==> src/rtl/dma_dual_mover.sv <==
module dma_dual_mover #(
  parameter int AW = 32,
  parameter int CW = 16
) (
  input  logic          clk,
  input  logic          rst_n,
  input  logic          start,
  input  logic [AW-1:0] src_addr,
  input  logic [AW-1:0] dst_addr,
  input  logic [CW-1:0] xfer_bytes,
  input  logic          src_inhibit,
  input  logic          dst_inhibit,
  input  logic          swap_req,
  input  logic          swap_ok,
  output logic          rd_req,
  output logic [AW-1:0] rd_addr,
  output logic [3:0]    rd_len,
  output logic          rd_burst,
  input  logic          rd_ack,
  input  logic          rd_valid,
  input  logic [63:0]   rd_data,
  output logic          wr_req,
  output logic [AW-1:0] wr_addr,
  output logic [3:0]    wr_len,
  output logic          wr_burst,
  input  logic          wr_ack,
  input  logic          wr_ready,
  output logic [63:0]   wr_data,
  output logic          fifo_owned,
  output logic          done
);
  localparam int DEPTH = 8;
  localparam int DWC   = CW - 3;

  typedef enum logic [2:0] {IDLE, PLAN, RREQ, RDAT, WREQ, WDAT} state_t;
  state_t state;

  logic [AW-1:0]  sa, da;
  logic [CW-1:0]  bytes_left;
  logic [DWC-1:0] rd_left;
  logic [3:0]     plen, beats, cnt;
  logic [2:0]     wp, rp;
  logic           s_inh, d_inh, rev;
  logic [63:0]    mem [DEPTH];

  logic [3:0] rd_room, rd_cap, rd_free, rpiece;
  logic [3:0] wr_room, wr_cap, wpiece;
  logic [DWC-1:0] wr_dw;
  logic push, pop;

  assign push = (state == RDAT) && rd_valid;
  assign pop  = (state == WDAT) && wr_ready;

  assign wr_dw   = bytes_left[CW-1:3];
  assign rd_room = 4'(DEPTH) - {1'b0, sa[5:3]};
  assign wr_room = 4'(DEPTH) - {1'b0, da[5:3]};
  assign rd_cap  = (rd_left >= DWC'(DEPTH)) ? 4'(DEPTH) : rd_left[3:0];
  assign wr_cap  = (wr_dw   >= DWC'(DEPTH)) ? 4'(DEPTH) : wr_dw[3:0];
  assign rd_free = 4'(DEPTH) - cnt;

  always_comb begin
    rpiece = rd_cap;
    if (rd_room < rpiece) rpiece = rd_room;
    if (rd_free < rpiece) rpiece = rd_free;
    if (s_inh) rpiece = 4'd1;
    wpiece = (wr_cap < wr_room) ? wr_cap : wr_room;
    if (d_inh) wpiece = 4'd1;
  end

  assign rd_req     = (state == RREQ);
  assign rd_addr    = sa;
  assign rd_len     = plen;
  assign rd_burst   = !s_inh;
  assign wr_req     = (state == WREQ);
  assign wr_addr    = da;
  assign wr_len     = plen;
  assign wr_burst   = !d_inh;
  assign fifo_owned = (state != IDLE);

  always_comb begin
    for (int k = 0; k < 8; k++)
      wr_data[8*k +: 8] = rev ? mem[rp][8*(7-k) +: 8] : mem[rp][8*k +: 8];
  end

  always_ff @(posedge clk) begin
    if (push) mem[wp] <= rd_data;
  end

  always_ff @(posedge clk or negedge rst_n) begin
    if (!rst_n) begin
      state <= IDLE; sa <= '0; da <= '0; bytes_left <= '0; rd_left <= '0;
      plen <= 4'd1; beats <= '0; cnt <= '0; wp <= '0; rp <= '0;
      s_inh <= 1'b0; d_inh <= 1'b0; rev <= 1'b0; done <= 1'b0;
    end else begin
      done <= 1'b0;
      if (push) wp <= wp + 3'd1;
      if (pop)  rp <= rp + 3'd1;
      cnt <= cnt + {3'd0, push} - {3'd0, pop};
      case (state)
        IDLE: if (start) begin
          sa <= src_addr; da <= dst_addr; bytes_left <= xfer_bytes;
          rd_left <= xfer_bytes[CW-1:3];
          s_inh <= src_inhibit; d_inh <= dst_inhibit; rev <= swap_req & swap_ok;
          state <= PLAN;
        end
        PLAN: begin
          if (bytes_left == '0) begin
            done <= 1'b1; state <= IDLE;
          end else if (cnt >= wpiece) begin
            plen <= wpiece; state <= WREQ;
          end else begin
            plen <= rpiece; state <= RREQ;
          end
        end
        RREQ: if (rd_ack) begin
          sa <= sa + AW'({plen, 3'b000});
          rd_left <= rd_left - DWC'(plen);
          beats <= plen; state <= RDAT;
        end
        RDAT: if (rd_valid) begin
          beats <= beats - 4'd1;
          if (beats == 4'd1) state <= PLAN;
        end
        WREQ: if (wr_ack) begin
          da <= da + AW'({plen, 3'b000});
          beats <= plen; state <= WDAT;
        end
        WDAT: if (wr_ready) begin
          bytes_left <= bytes_left - CW'(8);
          beats <= beats - 4'd1;
          if (beats == 4'd1) state <= PLAN;
        end
        default: state <= IDLE;
      endcase
    end
  end

  assert_one_side_R12: assert property (@(posedge clk) disable iff (!rst_n)
    !(rd_req && wr_req));
  assert_rd_hold_R12: assert property (@(posedge clk) disable iff (!rst_n)
    rd_req && !rd_ack |=> rd_req && $stable(rd_addr) && $stable(rd_len));
  assert_wr_hold_R12: assert property (@(posedge clk) disable iff (!rst_n)
    wr_req && !wr_ack |=> wr_req && $stable(wr_addr) && $stable(wr_len));
  assert_rd_single_R3: assert property (@(posedge clk) disable iff (!rst_n)
    rd_req && !rd_burst |-> rd_len == 4'd1);
  assert_wr_single_R4: assert property (@(posedge clk) disable iff (!rst_n)
    wr_req && !wr_burst |-> wr_len == 4'd1);
  assert_rd_no_cross_R6: assert property (@(posedge clk) disable iff (!rst_n)
    rd_req |-> ({2'b00, rd_addr[5:3]} + {1'b0, rd_len}) <= 5'd8);
  assert_wr_no_cross_R6: assert property (@(posedge clk) disable iff (!rst_n)
    wr_req |-> ({2'b00, wr_addr[5:3]} + {1'b0, wr_len}) <= 5'd8);
  assert_no_overflow_R10: assert property (@(posedge clk) disable iff (!rst_n)
    push |-> cnt < 4'(DEPTH));
  assert_held_owned_R10: assert property (@(posedge clk) disable iff (!rst_n)
    cnt != 4'd0 |-> fifo_owned);
  assert_done_pulse_R11: assert property (@(posedge clk) disable iff (!rst_n)
    done |=> !done);
  assert_done_empty_R11: assert property (@(posedge clk) disable iff (!rst_n)
    done |-> cnt == 4'd0 && !fifo_owned);
endmodule

==> config.mk <==
export PLATFORM = sky130hd
export DESIGN_NAME = dma_dual_mover
export DESIGN_NICKNAME = d
export VERILOG_FILES = /design/src/rtl/dma_dual_mover.sv
export SDC_FILE = /design/constraint.sdc
export NUM_CORES = 1
export LEC_CHECK = 0
export CAP_MARGIN = 20
export CORE_MARGIN = 2
export CORE_UTILIZATION = 48
export DETAILED_ROUTE_END_ITERATION = 8
export MAX_ROUTING_LAYER = met4
export PLACE_DENSITY = 0.72
export RECOVER_POWER = 25
export SLEW_MARGIN = 5
export SYNTH_ARGS = -nofsm -noshare
export SYNTH_HDL_FRONTEND = slang
export SYNTH_SLANG_ARGS = --single-unit
==> constraint.sdc <==
create_clock -name clk -period 7.4 [get_ports clk]
set_input_delay 1.48 -clock clk [delete_from_list [all_inputs] [get_ports clk]]
set_output_delay 1.48 -clock clk [all_outputs]
set_load 0.02 [all_outputs]
# [Word level (Yosys, flattened, before mapping)]
# Memory sizes are Yosys's and may differ from the RTL's.
# Index checks and enable logic that the tools add are counted.
[totals] out_inout_bits=142 mem_count=1 ram_bits=512 ff_bits=118
[mem_list] memory="mem" words=8 word_bits=64 read_ports=1 rd_ports_with_merged_regs=0 write_ports=1 line="44" source="logic [63:0] mem [DEPTH];"
[classes] mux=46 n_reduce_logical=18 addsub=12 bitwise_logic=2 magnitude_cmp=6 eq_ne=11
[op_table] op="two-way mux 32 bit" n=4
[op_table] op="one-hot mux 32 bit (2 select lines)" n=2
[op_table] op="adder 32 x 7 -> 32 bit" n=2
[op_table] op="two-way mux 8 bit" n=8
[op_table] op="two-way mux 4 bit" n=12
[op_table] op="two-way mux 16 bit" n=2
[op_table] op="one-hot mux 16 bit (2 select lines)" n=1
[op_table] op="greater-or-equal comparator 13 x 4 -> 1 bit, second input constant" n=2
[op_table] op="two-way mux 13 bit" n=2
[op_table] op="one-hot mux 13 bit (2 select lines)" n=1
[op_table] op="two-way mux 3 bit" n=8
[op_table] op="one-hot mux 3 bit (6 select lines)" n=1
[op_table] op="logical NOT 16 bit" n=1
[op_table] op="one-hot mux 4 bit (4 select lines)" n=1
[op_table] op="subtractor 16 x 4 -> 16 bit, second input constant" n=1
[op_table] op="subtractor 13 x 4 -> 13 bit" n=1
[op_table] op="less-than comparator 4 bit" n=3
[op_table] op="AND reduction 5 bit" n=2
[op_table] op="AND reduction 3 bit" n=3
[op_table] op="subtractor 4 x 3 -> 4 bit, first input constant" n=2
[op_table] op="adder 3 x 1 -> 3 bit, second input constant" n=2
[op_table] op="== test 3 x 2 -> 1 bit, second input constant" n=2
[op_table] op="== test 3 bit, second input constant" n=2
[op_table] op="inequality test 2 bit, second input constant" n=3
[op_table] op="other kinds (18)" n=27

# [Logic depth before layout (Yosys ltp)]
[depth] ltp_word=9 ltp_mapped=18

# [Least setup slack after synthesis]
# OpenSTA, ideal clock, no wires.
[synth_timing] kind="input to register" start="in rd_valid" end="mem mem[0][0] (enable)" path_stages=3 arrival_ns=6.217 slack_ns=0.619 path_cell_list="and4b_1 > nand2b_1 > nor3_1"
[synth_via] elab_chain_len=3
[synth_rtl] item="start, declared" line="20" source="input logic rd_valid,"
[synth_rtl] item="logical AND 1 bit" line="51" source="assign push = (state == RDAT) && rd_valid;"
[synth_rtl] item="two-way mux 1 bit" line="86" source="if (push) mem[wp] <= rd_data;"
[synth_rtl] item="two-way mux 1 bit (implied by the code)" line="86"
[synth_rtl] item="end, declared" line="44"
# Every way passes these cells.

# [Worst setup path after layout]
[layout_timing] start="reg rp[1]" end="out wr_data[24]"
[layout_via] elab_chain_len=2
[layout_rtl] item="start, declared" line="42" source="logic [2:0] wp, rp;"
[layout_rtl] item="start signal, assigned" line="97" source="if (pop) rp <= rp + 3'd1;"
[layout_rtl] item="memory (8 x 64 bit)"
[layout_rtl] item="two-way mux 8 bit" line="82" source="wr_data[8*k +: 8] = rev ? mem[rp][8*(7-k) +: 8] : mem[rp][8*k +: 8];"
[layout_rtl] item="end, declared" line="28" source="output logic [63:0] wr_data,"
# Every way passes these cells.

==> PnR_summary.wiki <==
{| class="wikitable"
! Metric !! Value
|-
| DRT antenna net count || 0
|-
| Fraction of the core area covered by cells at the end of the flow || 0.5892
|-
| Net load switching power || 4979 uW
|-
| Number of DRC violations after detailed-routing iteration 0 || 1300
|-
| Failing checks || max-capacitance violations, max-slew violations
|-
| Die ar. || 0.05990 sq mm
|-
| Clock transition at the registers of the reported paths || 0.06 ns
|-
| Setup slack of the worst register-to-register path || 3.20 ns
|-
| Hold-critical path endpoint || rd_addr[2]$_DFFE_PN0P_
|-
| Largest buffer count on any clock path || 3
|-
| Post-synthesis async set-or-reset flop share || 0.1873
|-
| IO buf count || 296
|-
| Number of distinct standard cells referenced by the synthesized netlist || 85
|-
| Most frequent cell on the critical path || sky130_fd_sc_hd__mux4_2
|-
| Length of the first detailed-routing pass in iterations || 7
|-
| Post-place setup slack || 2.576 ns
|-
| Resized Gates After CTS || 0
|-
| Number of synthesized register bits || 630
|-
| Residual DRC count || 0
|-
| Cells taking the most area after synthesis || sky130_fd_sc_hd__edfxtp_1, sky130_fd_sc_hd__mux4_2, sky130_fd_sc_hd__dfrtp_1
|-
| Cell depth of the worst hold path || 2
|-
| Most instantiated cells after synthesis || sky130_fd_sc_hd__edfxtp_1, sky130_fd_sc_hd__mux4_2, sky130_fd_sc_hd__nand2_1, sky130_fd_sc_hd__dfrtp_1, sky130_fd_sc_hd__nor2_1
|-
| Maximum fanout along the worst path || 60
|-
| Relative slew slack || -1.017
|-
| Crit path DAT || 3.87 ns
|-
| Final layout net count || 2213
|-
| Synthesized area per cell || 16.24 sq um
|-
| Global routing usage summed across all routing layers || 0.2333
|-
| Post-synth EDFFs || 512
|-
| Clock Root Buffer || sky130_fd_sc_hd__clkbuf_16
|-
| Final worst-path cycle share || 0.7235
|-
| Net Count, Synth || 1912
|-
| Area of the mapped netlist || 0.02782 sq mm
|-
| Cell internal pwr || 8986 uW
|-
| Overflow after GRT || 0
|-
| Antenna violations before repair || 11
|-
| Area of the core region || 0.05748 sq mm
|-
| Die Y || 244.7 um
|-
| Hold Buf Count CTS || 0
|-
| Detailed placer's ending HPWL || 42.20 mm
|-
| First-pass GRT wire length || 103.3 mm
|-
| Part of the Yosys area used for sequential elements || 0.6588
|-
| Routed via count || 17080
|-
| Share of post-route cells with drive strength above 1 || 0.1712
|-
| Net switching fraction of the power || 0.3565
|-
| Pwr/cell area || 412.4 mW/mm^2
|-
| Worst min-delay path category || register to register
|-
| Area added between synthesis and finish || 21.72%
|-
| TritonCTS clock tree || built
|-
| Total routed wirelength || 67.71 mm
|-
| Number of endpoints with negative hold slack in the final report || 0
|-
| Startpoint of the lowest-slack register-to-register path || rd_left[7]$_DFFE_PN0P_
|-
| Number of pins with negative max-slew slack in the final report || 53
|-
| Crit path capture type || output port
|-
| Finished Cell Area || 0.03386 sq mm
|-
| CP Class || register to output port
|-
| Run status || complete, but fails checks
|-
| Total setup violations reported at the end of the flow || 0
|-
| Worst Setup Slack, final || 2.046 ns
|-
| Worst Max-Slew Pin Slew || 3.025 ns
|-
| Slowest cell on the critical path || sky130_fd_sc_hd__dfrtp_4
|-
| Clk sink count || 630
|-
| Number of violations of the max-capacitance limit || 1
|-
| Floorplan die width || 244.7 um
|-
| Worst min-delay path startpoint || rd_addr[2]$_DFFE_PN0P_
|-
| Starting density of the core || 0.4840
|-
| Clock period minus worst slack || 5.354 ns
|-
| Library cell occupying the most area in the post-synthesis netlist || sky130_fd_sc_hd__edfxtp_1
|-
| Total Neg Setup Slack || 0 ns
|-
| Area share of the largest cell type after synthesis || 0.5526
|-
| Upper clock frequency limit || 0.1868 GHz
|-
| Combinational fraction of design power || 0.413
|-
| Largest net degree at the start of global routing || 68
|-
| CP Launch Type || register
|-
| Post-synth top flop || sky130_fd_sc_hd__edfxtp_1
|-
| Leakage power of the design || 0.01134 uW
|-
| Worst setup skew after layout || 0.01884 ns
|-
| Fraction of power consumed by the clock network || 0.238
|-
| Average routed wire per standard cell || 23.86 um
|-
| Routability congestion estimate from global placement || 0.9172
|-
| Total clock buffers created by CTS || 67
|-
| Detail-routed via count per cell || 6.019
|-
| H-tree depth || 3
|-
| Post-CTS repair timing setup buffer count || 0
|-
| Vias in the first global route || 17050
|-
| Data required, critical path || 5.92 ns
|-
| CP max stage delay || 1.00 ns
|-
| Total number of placement rows || 88
|-
| Setup repair after global routing missed its margin || no
|-
| Dpl cells || 2708
|-
| Most numerous cell in the Yosys netlist || sky130_fd_sc_hd__edfxtp_1
|-
| Warning count from the yosys run || 0
|-
| Number of top-level pins || 297
|-
| Worst-case reg-to-reg path depth || 16
|-
| Maximum vdd drop || 322.2 uV
|-
| Area after DPL || 0.03165 sq mm
|-
| Final Instance Count excl. Fillers || 2838
|-
| Cells traversed along the worst timing path || buf_4 -> mux4_2 -> mux4_2 -> clkdlybuf4s50_1
|-
| Part of the total power dissipated in sequential elements || 0.349
|-
| Clk Latency, worst-skew pair || 0.60 ns
|-
| Post-synthesis cell count || 1713
|-
| Worst flop-to-flop path endpoint || rd_len[0]$_DFFE_PN1P_
|}
## logic make-up (layout without fill, tap and decap cells)
kind of cell,Yosys count,in the layout,synth area share
fa+ha+maj,44,44,0.02087
mux,201,201,0.1588
xor+xnor,12,12,0.003778
buf+inv,145,494,0.02186
other cells,0,11,0
flops,630,630,0.6588
compound gates,310,310,0.07057
simple gates,371,371,0.06530
## final cells by class
cell class	instances	area, sq um
Sequential cell	630	18340
Multi-Input combinational cell	938	8946
Inverter	48	180.2
Clock inverter	36	430.4
Timing Repair Buffer	329	3249
Clock buffer	81	1729
Tap cell	765	957.2
Antenna cell	11	27.53
Fill cell	4299	23610
## power by group through the flow
stage	registers (uW)	clock network [uW]	logic, uW
2_1_floorplan	4780	0	3750
4_1_cts	4880	3400	5780
3_3_place_gp	4930	0	5620
3_5_place_dp	4950	0	5750
6_report	4880	3320	5760
5_1_grt	4950	3530	6180
## worst max-delay path by stage
stage               cells past startpoint                   to         startpoint  slack (ns)
finish                                  4          wr_data[24]  rp[1]$_DFFE_PN0P_        2.05
global route                            4          wr_data[62]  rp[0]$_DFFE_PN0P_        1.80
CTS                                     4           wr_data[6]  rp[0]$_DFFE_PN0P_        1.92
detailed placement                      4           wr_data[6]  rp[0]$_DFFE_PN0P_        2.58
global placement                        4          wr_data[62]  rp[0]$_DFFE_PN0P_        2.59
floorplan                               3  mem[0][0]$_DFFE_PP_           rd_valid        0.62
## placed cells by master (no fill, tap or decap), drive strengths merged, types with 6 or more instances in the layout
master           n
a311oi           8
nand4           10
nand2b           8
o31ai            7
dlygate4sd3     39
a211oi          23
mux2i            6
o21a            10
and3             8
mux4           192
a21o             6
nand3           28
dfrtp          117
diode           11
nand2          119
a21oi           91
or3              8
nor2b           11
nor2            95
bufinv           7
a2bb2oi          6
o21ai           78
clkdlybuf4s50  256
clkbuf          83
o211ai          10
xnor2            9
nor4             6
a31oi            7
buf             32
o22ai           18
nor3            44
edfxtp         512
ha              40
inv             51
clkinv          25
## critical path, delay by kind of cell, from the launching register on
family / cells / cell delay [ns]
buf+inv: 2 / 1.25
flops: 1 / 1.00
mux: 2 / 0.93
## per-layer routing
layer / global-route usage / part of all wire / vias up
met4: 0.06743 / 0.023 / 0
met1: 0.3107 / 0.41 / 8831
met5: - / 0 / -
met2: 0.3709 / 0.50 / 642
li1: - / - / 7502
met3: 0.04275 / 0.064 / 106
## state kept, by name, indices dropped and copies added, names as in the netlist, 3 cells and up
signal,flops
beats,4
bytes_left,16
cnt,4
mem,512
rd_addr,32
rd_left,13
rd_len,4
rp,3
state,3
wp,3
wr_addr,32
## metrics by stage
step	hold slack, ns	total power, uW
2_1_floorplan	0.4466	8530
3_3_place_gp	0.4605	10550
3_5_place_dp	0.4663	10700
4_1_cts	0.4815	14060
5_1_grt	0.5019	14650
6_report	0.4789	13970
No activity file was read; power rests on OpenSTA's default activity.
